[src/rtl/crs_pkg.sv]
package crs_pkg;
  localparam int CODE_W = 8;
  localparam int MHZ_W  = 10;
  localparam int KHZ_W  = 20;

  typedef enum logic [3:0] {
    S_INIT, S_INIT_DIV, S_IDLE, S_CHECK, S_SR_REQ, S_SR_WAIT,
    S_UPDATE, S_SHADOW_WAIT, S_DLL_WAIT, S_REFRESH_WR, S_SR_EXIT, S_DONE
  } seq_state_e;

  // returns {supported, code}
  function automatic logic [CODE_W:0] pair_code(input logic [MHZ_W-1:0] cpu,
                                                input logic [MHZ_W-1:0] ddr);
    case ({cpu, ddr})
      {10'd125, 10'd125}: return {1'b1, 8'h80};
      {10'd333, 10'd167}: return {1'b1, 8'h32};
      {10'd393, 10'd196}: return {1'b1, 8'h22};
      {10'd500, 10'd200}: return {1'b1, 8'h13};
      {10'd500, 10'd250}: return {1'b1, 8'h12};
      default:            return '0;
    endcase
  endfunction

  // DDR MHz implied by a code; unknown codes fall back to 250
  function automatic logic [MHZ_W-1:0] ddr_of_code(input logic [CODE_W-1:0] code);
    case (code)
      8'h80:   return 10'd125;
      8'h32:   return 10'd167;
      8'h22:   return 10'd196;
      8'h13:   return 10'd200;
      default: return 10'd250;
    endcase
  endfunction

  function automatic logic [KHZ_W-1:0] cpu_khz_of(input logic [3:0] sel);
    case (sel)
      4'd0:                    return 20'd600000;
      4'd1:                    return 20'd500000;
      4'd2:                    return 20'd393000;
      4'd3:                    return 20'd333000;
      4'd4, 4'd5, 4'd8, 4'd9:  return 20'd125000;
      4'd6:                    return 20'd196608;
      4'd7:                    return 20'd166000;
      default:                 return 20'd393000;
    endcase
  endfunction
endpackage

[src/rtl/crs_seq_div.sv]
module crs_seq_div #(
  parameter int W = 32
) (
  input  logic         clk,
  input  logic         rst_n,
  input  logic         start_i,
  input  logic [W-1:0] dividend_i,
  input  logic [W-1:0] divisor_i,
  output logic [W-1:0] quotient_o,
  output logic         valid_o
);
  localparam int CW = $clog2(W + 1);

  logic [W-1:0]  rem_q, quo_q, dvs_q;
  logic [CW-1:0] cnt_q;
  logic          run_q, valid_q;
  logic [W:0]    rem_sh, diff;

  assign rem_sh = {rem_q, quo_q[W-1]};
  assign diff   = rem_sh - {1'b0, dvs_q};

  always_ff @(posedge clk or negedge rst_n) begin
    if (!rst_n) begin
      rem_q <= '0; quo_q <= '0; dvs_q <= '0; cnt_q <= '0;
      run_q <= 1'b0; valid_q <= 1'b0;
    end else if (start_i) begin
      rem_q <= '0; quo_q <= dividend_i; dvs_q <= divisor_i;
      cnt_q <= CW'(W); run_q <= 1'b1; valid_q <= 1'b0;
    end else if (run_q) begin
      if (!diff[W]) begin
        rem_q <= diff[W-1:0];
        quo_q <= {quo_q[W-2:0], 1'b1};
      end else begin
        rem_q <= rem_sh[W-1:0];
        quo_q <= {quo_q[W-2:0], 1'b0};
      end
      cnt_q <= cnt_q - 1'b1;
      if (cnt_q == CW'(1)) begin
        run_q   <= 1'b0;
        valid_q <= 1'b1;
      end
    end
  end

  assign quotient_o = quo_q;
  assign valid_o    = valid_q;
endmodule

[src/rtl/crs_wait_timer.sv]
module crs_wait_timer #(
  parameter int W = 16
) (
  input  logic         clk,
  input  logic         rst_n,
  input  logic         clr_i,
  input  logic [W-1:0] limit_i,
  output logic         expired_o
);
  logic [W-1:0] cnt_q;

  assign expired_o = (cnt_q == limit_i);

  always_ff @(posedge clk or negedge rst_n) begin
    if (!rst_n)          cnt_q <= '0;
    else if (clr_i)      cnt_q <= '0;
    else if (!expired_o) cnt_q <= cnt_q + 1'b1;
  end
endmodule

[src/rtl/clk_ratio_seq.sv]
module clk_ratio_seq
  import crs_pkg::*;
#(
  parameter int               REF_W      = 14,
  parameter int               TMO_W      = 16,
  parameter int               DIV_W      = 32,
  parameter logic [7:0]       RESET_CODE = 8'h12
) (
  input  logic               clk,
  input  logic               rst_n,
  input  logic               start_i,
  input  logic [9:0]         req_cpu_mhz_i,
  input  logic [9:0]         req_ddr_mhz_i,
  input  logic [7:0]         boot_code_i,
  input  logic [REF_W-1:0]   boot_refresh_i,
  input  logic [TMO_W-1:0]   tmo_limit_i,
  input  logic               sr_ack_i,
  input  logic               dll_lock_a_i,
  input  logic               dll_lock_b_i,
  output logic [7:0]         rd_ratio_o,
  output logic [19:0]        cpu_khz_o,
  output logic               sr_req_o,
  output logic               upd_strobe_o,
  output logic               refresh_wr_o,
  output logic [REF_W-1:0]   refresh_val_o,
  output logic               sr_exit_o,
  output logic               busy_o,
  output logic               done_o,
  output logic               err_inval_o,
  output logic               err_timeout_o,
  output logic               req_dropped_o
);
  localparam logic [DIV_W-1:0] REF_MAX = DIV_W'((1 << REF_W) - 1);
  localparam logic [DIV_W-1:0] KILO    = DIV_W'(1000);

  seq_state_e          st_q, st_d;
  logic [CODE_W-1:0]   master_q, shadow_q, pair_code_w;
  logic [MHZ_W-1:0]    req_cpu_q, req_ddr_q;
  logic [DIV_W-1:0]    base_q, div_a, div_b, div_quo_w;
  logic                sr_req_q, err_inval_q, err_tmo_q, dropped_q;
  logic                pair_ok_w, div_start, div_valid_w, wait_cond, in_wait;
  logic                tmo_expired_w;

  // named internal events
  logic accept_w, drop_w, init_load_w, upd_strobe_w, tmo_hit_w, leave_sr_w;

  assign {pair_ok_w, pair_code_w} = pair_code(req_cpu_q, req_ddr_q);
  assign accept_w     = start_i && (st_q == S_IDLE);
  assign drop_w       = start_i && (st_q != S_IDLE);
  assign init_load_w  = (st_q == S_INIT);
  assign upd_strobe_w = (st_q == S_UPDATE);
  assign in_wait      = (st_q == S_SR_WAIT) || (st_q == S_SHADOW_WAIT) || (st_q == S_DLL_WAIT);
  assign tmo_hit_w    = in_wait && !wait_cond && tmo_expired_w;
  assign leave_sr_w   = (st_q == S_REFRESH_WR) && div_valid_w;

  always_comb begin
    st_d      = st_q;
    div_start = 1'b0;
    div_a     = '0;
    div_b     = '0;
    wait_cond = 1'b0;
    case (st_q)
      S_INIT: begin
        div_start = 1'b1;
        div_a     = DIV_W'(boot_refresh_i) * KILO;
        div_b     = DIV_W'(ddr_of_code(boot_code_i));
        st_d      = S_INIT_DIV;
      end
      S_INIT_DIV:    if (div_valid_w) st_d = S_IDLE;
      S_IDLE:        if (start_i) st_d = S_CHECK;
      S_CHECK: begin
        if (pair_ok_w) begin
          div_start = 1'b1;
          div_a     = base_q * DIV_W'(req_ddr_q);
          div_b     = KILO;
          st_d      = S_SR_REQ;
        end else begin
          st_d = S_IDLE;
        end
      end
      S_SR_REQ:      st_d = S_SR_WAIT;
      S_SR_WAIT: begin
        wait_cond = sr_ack_i;
        if (wait_cond) st_d = S_UPDATE;
        else if (tmo_expired_w) st_d = S_IDLE;
      end
      S_UPDATE:      st_d = S_SHADOW_WAIT;
      S_SHADOW_WAIT: begin
        wait_cond = (shadow_q == master_q);
        if (wait_cond) st_d = S_DLL_WAIT;
        else if (tmo_expired_w) st_d = S_IDLE;
      end
      S_DLL_WAIT: begin
        wait_cond = dll_lock_a_i && dll_lock_b_i;
        if (wait_cond) st_d = S_REFRESH_WR;
        else if (tmo_expired_w) st_d = S_IDLE;
      end
      S_REFRESH_WR:  if (div_valid_w) st_d = S_SR_EXIT;
      S_SR_EXIT:     st_d = S_DONE;
      S_DONE:        st_d = S_IDLE;
      default:       st_d = S_IDLE;
    endcase
  end

  crs_seq_div #(.W(DIV_W)) u_div (
    .clk(clk), .rst_n(rst_n), .start_i(div_start),
    .dividend_i(div_a), .divisor_i(div_b),
    .quotient_o(div_quo_w), .valid_o(div_valid_w)
  );

  crs_wait_timer #(.W(TMO_W)) u_tmo (
    .clk(clk), .rst_n(rst_n), .clr_i(!in_wait || (st_d != st_q)),
    .limit_i(tmo_limit_i), .expired_o(tmo_expired_w)
  );

  always_ff @(posedge clk or negedge rst_n) begin
    if (!rst_n) begin
      st_q        <= S_INIT;
      master_q    <= RESET_CODE;
      shadow_q    <= RESET_CODE;
      req_cpu_q   <= '0;
      req_ddr_q   <= '0;
      base_q      <= '0;
      sr_req_q    <= 1'b0;
      err_inval_q <= 1'b0;
      err_tmo_q   <= 1'b0;
      dropped_q   <= 1'b0;
    end else begin
      st_q <= st_d;
      if (init_load_w) begin
        master_q <= boot_code_i;
        shadow_q <= boot_code_i;
      end
      if ((st_q == S_INIT_DIV) && div_valid_w) base_q <= div_quo_w;
      if (accept_w) begin
        req_cpu_q   <= req_cpu_mhz_i;
        req_ddr_q   <= req_ddr_mhz_i;
        err_inval_q <= 1'b0;
        err_tmo_q   <= 1'b0;
        dropped_q   <= 1'b0;
      end
      if (drop_w) dropped_q <= 1'b1;
      if (st_q == S_CHECK) begin
        if (pair_ok_w) master_q <= pair_code_w;
        else           err_inval_q <= 1'b1;
      end
      if (upd_strobe_w)          shadow_q <= master_q;
      if (st_q == S_SR_REQ)      sr_req_q <= 1'b1;
      if (leave_sr_w || tmo_hit_w) sr_req_q <= 1'b0;
      if (tmo_hit_w)             err_tmo_q <= 1'b1;
    end
  end

  assign rd_ratio_o    = shadow_q;
  assign cpu_khz_o     = cpu_khz_of(shadow_q[7:4]);
  assign sr_req_o      = sr_req_q;
  assign upd_strobe_o  = upd_strobe_w;
  assign refresh_wr_o  = leave_sr_w && (div_quo_w != '0);
  assign refresh_val_o = (div_quo_w > REF_MAX) ? REF_MAX[REF_W-1:0] : div_quo_w[REF_W-1:0];
  assign sr_exit_o     = (st_q == S_SR_EXIT);
  assign busy_o        = (st_q != S_IDLE);
  assign done_o        = (st_q == S_DONE);
  assign err_inval_o   = err_inval_q;
  assign err_timeout_o = err_tmo_q;
  assign req_dropped_o = dropped_q;
endmodule

[config.mk]
export PLATFORM = sky130hd
export DESIGN_NAME = clk_ratio_seq
export DESIGN_NICKNAME = d
export VERILOG_FILES = /design/src/rtl/crs_pkg.sv /design/src/rtl/crs_seq_div.sv /design/src/rtl/crs_wait_timer.sv /design/src/rtl/clk_ratio_seq.sv
export SDC_FILE = /design/constraint.sdc
export NUM_CORES = 1
export LEC_CHECK = 0
export BUFFER_PORTS_ARGS = -buffer_cell sky130_fd_sc_hd__buf_2
export CAP_MARGIN = 20
export CORE_UTILIZATION = 55
export CTS_CLUSTER_SIZE = 10
export DETAILED_ROUTE_END_ITERATION = 16
export GPL_TIMING_DRIVEN = 1
export PLACE_DENSITY = 0.73
export SYNTH_ARGS = -nofsm -noshare
export SYNTH_HDL_FRONTEND = slang
export SYNTH_SLANG_ARGS = --single-unit
[constraint.sdc]
create_clock -name clk -period 8.86 [get_ports clk]
set_input_delay 0.443 -clock clk [delete_from_list [all_inputs] [get_ports clk]]
set_output_delay 0.443 -clock clk [all_outputs]
set_load 0.01 [all_outputs]
==> key figures, run 1 <==
Outcome
  – Status: complete, no violations

Clock tree
  – CTS clk-pin slew, worst paths: around 0.080 ns
  – CTS HTree Levels: 4
  – Worst-Skew Late Latency: approximately 0.46 ns
  – Clock tree buffer depth: 2
  – Post_cts resized: 0
  – CTS tree: done
  – Root Buffer: clkbuf_16
  – Num CTS Buffers: 17
  – CTS sink cnt: ~170

GRT
  – Total GRT Usage: 0.280
  – Largest net degree at the start of global routing: between 70 and 80
  – Initial antenna violation count: 0
  – Congestion Overflow GR: 0
  – Vias in the first global route: 15800
  – First-pass GRT wire length: between 80 and 90 mm

Yosys
  – Most frequent cell after synthesis: fa_1
  – Avg Cell Area, Syn: 9.25 µm²
  – Number of synthesized flops with an enable pin: 0
  – Synth top area share: 0.250
  – Cell variety after synth: just under 70
  – Async set-reset flop share out of synthesis: 1.00
  – Largest cells by area after synthesis: fa_1, dfrtp_1, ha_1
  – Yosys warning total: 0
  – Primary FF master, synth: dfrtp_1
  – Top cells by count, synth: fa_1, inv_1, nand2_1, dfrtp_1, and2_1
  – Synthesis-stage register bit count: 173
  – Synth area leader: fa_1
  – Register area share after synthesis: 0.221
  – Post-Syn Instances: between 2000 and 2500
  – Syn Std Cell Area: 19600 µm²

Placement
  – Placement Setup Slack: ~2.3 ns
  – HPWL Detailed: approximately 37 mm
  – Port Buf Inserts: around 110
  – GP Congestion: roughly 0.88

Cells and area
  – Area of the multi-input gates: roughly 14000 µm²
  – # diodes: 0
  – FILL cells: ~3000
  – Finished Core Util: 0.605
  – Seq. cell area: 4340 µm²
  – P&R area growth vs syn: 7.51%
  – NumNets Final: about 2600
  – Layout cell share with drive strength beyond 1: 0.113

Setup path
  – Crit-path most repeated cell: fa_1
  – CP required: between 9 and 10 ns
  – Kind of critical path: reg2reg
  – Capturing element type of the critical path: flip-flop
  – Slowest CP cell: dfrtp_1
  – CP max stage delay: around 1.1 ns
  – Crit-path cells: and2_1 > fa_1 > fa_1 > fa_1 > fa_1 > inv_1 > fa_1 > inv_1 > ha_1 > a21oi_1 > o2111ai_1 > a221o_1 > a22o_1 > a31o_2 > or4_1 > a31oi_1 > xnor2_1 > o22ai_1
  – Largest fanout on the critical path: 32
  – Startpoint types: flip-flop
  – Crit path DAT: slightly below 7 ns

Floorplanning
  – Starting Density: 0.563
  – Rows: 68
  – Core Region: ~35000 µm²
  – Die H: about 190 µm
  – I/O pin count: about 120
  – Die area: between 30000 and 40000 µm²
  – Die width: between 150 and 200 µm

Route
  – Wirelength, routed: between 40 and 50 mm
  – Post-route DRC: 0
  – First DRT Iteration DRCs: just under 1000
  – Post-route ant nets: 0
  – WL/cell: approximately 18 µm
  – Pre-antenna DRT Iters: 5
  – Via density: about 5.7
  – Via count: 15100

Timing
  – Rel. slew slack: 0.279
  – Least-Margin Pin Slew: between 1 and 1.5 ns
  – Maximum clock frequency: between 150 and 200 MHz
  – RSZ-0062 raised after global routing: false
  – Final Skew: between 0.015 and 0.02 ns
  – PnR worst setup slack: about 2.2 ns
  – Tmin final: roughly 6.6 ns
  – Fin Setup TNS: 0 ns
  – Final Hold Fails: 0
  – Pins Over Slew Limit: 0
  – Final period util: 0.748
  – Setup-failing EPs final: 0

Run
  – Max_cap viols: 0

Worst hold path
  – Worst hold path class: in2reg
==> metrics by stage <==
step           cell area, µm²  instances  hold WS [ns]
6_report                21100       2625         0.214
5_1_grt                 21100       2625         0.203
4_1_cts                 21100       2625         0.202
3_5_place_dp            20400       2592         0.441
3_3_place_gp            20400       2592         0.437
2_1_floorplan           19600       2119         0.147
==> layout make-up <==
cell class,instances,area share
clock buffers,17,0.0202
well taps,455,0.0270
clock inverters,15,0.00832
flip-flops and latches,173,0.206
multi-input cells,1595,0.662
inverters,240,0.0428
repair buffers,130,0.0336
==> final timing paths <==
path / start / endpoint / slack (ns) / cells past startpoint
worst max-delay path: req_ddr_q[5] / u_div.quotient_o[31] / 2.23 / 18
worst min-delay path: req_ddr_mhz_i[9] / req_ddr_q[9] / 0.21 / 2
worst max register to register: req_ddr_q[5] / u_div.quotient_o[31] / 2.23 / 18
worst min register to register: err_timeout_o / err_timeout_o / 0.49 / 1
max in group asynchronous: rst_n / u_div.run_q / 7.03 / 3
min in group asynchronous: rst_n / u_tmo.cnt_q[10] / 0.52 / 2
==> worst max-delay path, delay by kind of cell, from the launching register on <==
kind,cells,cell delay (ns)
compound gates,7,1.59
xor+xnor,1,0.14
fa+ha+maj,6,2.90
buf+inv,2,0.10
flops,1,1.06
simple gates,2,0.68
==> metal layers <==
metal | routed length [µm] | part of all wire | global-route usage
met1 | 19100 | 0.40 | 0.346
met2 | 24700 | 0.52 | 0.495
met3 | 1850 | 0.039 | 0.0322
met4 | 1770 | 0.037 | 0.117
met5 | 0 | 0 | 0
==> repair_timing <==
| item | in CTS | in global routing |
|---|---|---|
| endpoints found under the setup margin | 0 | 0 |
| hold buffers | 1 | 0 |
| endpoints found under the hold margin | 52 | 0 |
| buffers inserted | 0 | 0 |
==> registers in the layout, indices dropped and copies added (netlist names), 4 cells and up <==
register          cells
u_div.quotient_o     32
base_q               32
u_div.dvs_q           9
rd_ratio_o            8
st_q                  4
req_cpu_q            10
u_div.rem_q          32
req_ddr_q            10
master_q              8
u_div.cnt_q           6
u_tmo.cnt_q          16
==> cells in the final DEF (no fill, tap or decap), drive strengths merged, types with 60 or more instances in the layout <==
cell	netlist	routed
nand2	232	232
a21oi	85	85
ha	115	115
and2	149	149
xnor2	60	60
buf	16	129
nor2	111	111
fa	245	245
dfrtp	169	169
xor2	68	68
inv	240	247
o21ai	101	101
==> cells by family (layout without fill, tap and decap cells) <==
| logic type | after synthesis | after routing | share of synthesized area |
|---|---|---|---|
| simple gates | 690 | 690 | 0.175 |
| fa+ha+maj | 360 | 360 | 0.324 |
| buf+inv | 351 | 402 | 0.0691 |
| compound gates | 320 | 320 | 0.101 |
| flops | 173 | 173 | 0.221 |
| xor+xnor | 128 | 128 | 0.0572 |
| mux | 94 | 94 | 0.0517 |
| other cells | 1 | 3 | 0.000191 |
Power of run 1 is not shown: default switching activity piles up to over one toggle a cycle in this logic, so the estimate is an artifact.
==> inputs of run 2 (changes only) <==
clock period = 6.7 ns   (was 8.86 ns; I/O delays follow)
==> key figures, run 2 (synthesis results as in run 1) <==
Setup path
  – Capturing element type of the critical path: flip-flop
  – CP required: 6.98 ns (-2.17 ns)
  – CP max stage delay: 0.60 ns (-0.46 ns)
  – Startpoint types: flip-flop
  – Crit-path cells: buf_4 > and2_1 > fa_1 > fa_1 > inv_1 > fa_1 > inv_1 > fa_1 > inv_1 > fa_1 > inv_1 > ha_1 > a2111oi_1 > o21ai_0 > nand3_1 > a31oi_1 > a31o_2 > or4_1 > a31oi_1 > xnor2_1 > o22ai_1
  – Kind of critical path: reg2reg
  – Slowest CP cell: dfrtp_4
  – Crit path DAT: 6.64 ns (-0.28 ns)
  – Crit-path most repeated cell: fa_1
  – Largest fanout on the critical path: 23 (-28%)

Cells and area
  – P&R area growth vs syn: 8.06%
  – Cell area after layout: 21200 µm² (+0.52%)
  – NumNets Final: 2592 (+0.43%)
  – Finished Core Util: 0.608 (+0.00313)
  – Most frequent cells in the layout: fa_1, inv_1, nand2_1, dfrtp_1, and2_1
  – # diodes: 0 (unchanged)
  – Most common cell after layout, fill and taps aside: fa_1
  – Layout cell share with drive strength beyond 1: 0.121 (+0.00722)

Route
  – Via density: 5.72 (-0.44%)
  – Met3 WL: 1.60 mm (-14%)
  – Post-route ant nets: 0 (unchanged)
  – Via count: 15100 (-0.027%)
  – Max Used Layer: met4
  – Wirelength, routed: 47.4 mm (about the same)
  – WL/cell: 18.0 µm (-0.33%)
  – Routed wl met2: 25.0 mm (+1.3%)
  – Pre-antenna DRT Iters: 5 (unchanged)
  – First DRT Iteration DRCs: 894 (-7.4%)
  – Post-route DRC: 0 (unchanged)
  – Post-Route M1 WL: 19.4 mm (+1.6%)

GRT
  – First-pass GRT wire length: 79.8 mm (-0.60%)
  – Congestion Overflow GR: 0 (unchanged)
  – Initial antenna violation count: 0 (unchanged)
  – Vias in the first global route: 15600 (-0.87%)
  – Total GRT Usage: 0.278 (-0.00207)
  – Largest net degree at the start of global routing: 109 (+51%)

Outcome
  – Violated checks: hold timing
  – Status: complete, but fails checks

Timing
  – Least-Margin Pin Slew: 1.00 ns (-0.0805 ns)
  – Maximum clock frequency: 157 MHz (+4.3%)
  – RSZ-0062 raised after global routing: false
  – Rel. slew slack: 0.332 (+0.0537)
  – Tmin final: 6.36 ns (-0.274 ns)
  – Setup-failing EPs final: 0 (unchanged)
  – Worst Hold Slack: -0.00758 ns (-0.222 ns)
  – Final period util: 0.949 (+0.200)
  – Final Skew: 0.0216 ns (+0.00422 ns)
  – Fin Setup TNS: 0 ns (unchanged)
  – Final Hold Fails: 1 (+1)
  – Pins Over Slew Limit: 0 (unchanged)

Floorplanning
  – I/O pin count: 115 (unchanged)
  – Die H: 191 µm (unchanged)
  – Core Region: 34800 µm² (unchanged)
  – Rows: 68 (unchanged)
  – Starting Density: 0.563 (unchanged)
  – Die area: 36400 µm² (unchanged)
  – Die width: 191 µm (unchanged)

Clock tree
  – Root Buffer: clkbuf_16
  – CTS HTree Levels: 4 (unchanged)
  – CTS tree: done
  – CTS sink cnt: 173 (unchanged)
  – Num CTS Buffers: 17 (unchanged)
  – Clock tree buffer depth: 2 (unchanged)
  – Post-CTS Setup Inserts: 0 (unchanged)
  – Worst-Skew Late Latency: 0.45 ns (about the same)
  – CTS clk-pin slew, worst paths: 0.07 ns (about the same)

Worst hold path
  – Worst hold path class: in2async

Placement
  – Port Buf Inserts: 111 (unchanged)
  – GP Congestion: 0.917 (+4.1%)
  – Placed inst area: 20500 µm² (+0.50%)
  – HPWL Detailed: 37.1 mm (+1.3%)

Run
  – Max_cap viols: 0 (unchanged)
## run 2: cell count changes in the layout (fill, tap and decap cells not counted), moves of 2 or more
cell / previous run / this run
dfrtp_1: 168 / 162
clkinv_4: 3 / 1
buf_4: 18 / 29
dfrtp_2: 1 / 6
## run 2: worst paths after layout
check | start | to | slack, ns | cells past startpoint
setup / recovery | req_ddr_q[4] | u_div.quotient_o[31] | 0.34 | 21
min in group clk | req_ddr_mhz_i[2] | req_ddr_q[2] | 0.11 | 2
hold / removal | rst_n | u_tmo.cnt_q[14] | -0.008 | 1
max in group asynchronous | rst_n | base_q[25] | 5.20 | 2
hold reg to reg | err_timeout_o | err_timeout_o | 0.47 | 1
setup reg to reg | req_ddr_q[4] | u_div.quotient_o[31] | 0.34 | 21
## run 2: critical path, delay by kind of cell (launching register included)
family / cells / cell delay, ns
buffers and inverters: 5 / 0.42
AND/OR/NAND/NOR: 3 / 0.70
AO/OA/AOI/OAI: 6 / 1.47
adder cells (fa/ha/maj): 6 / 2.83
XOR/XNOR: 1 / 0.15
flip-flops: 1 / 0.60
## run 2: cell type report
type	count	area, µm²
repair buffers	141	800
fillers	2989	13600
multi-input cells	1595	13900
well taps	455	569
inverters	240	901
clock buffers	18	429
flip-flops and latches	173	4350
clock inverters	14	176
## run 2: repair_timing
item,in CTS,in global routing
endpoints found under the hold margin,0,0
resized for setup,0,8
endpoints found under the setup margin,0,4
hold buffers,0,0
## run 2: per-stage QoR
stage / hold slack [ns] / worst slack (ns) / std cells
floorplan: 0.0394 / 0.678 / 2119
global placement: 0.454 / 0.369 / 2604
detailed placement: 0.461 / 0.158 / 2604
CTS: 0.0475 / 0.145 / 2636
global route: 0.0911 / 0.000634 / 2636
finish: -0.00758 / 0.344 / 2636
## run 2: per-layer routing
layer,up-vias,track usage
li1,6988,-
met1,7651,0.345
met2,341,0.503
met3,91,0.0263
met4,0,0.0963
met5,-,0
Power of run 2 is left out for the same reason.
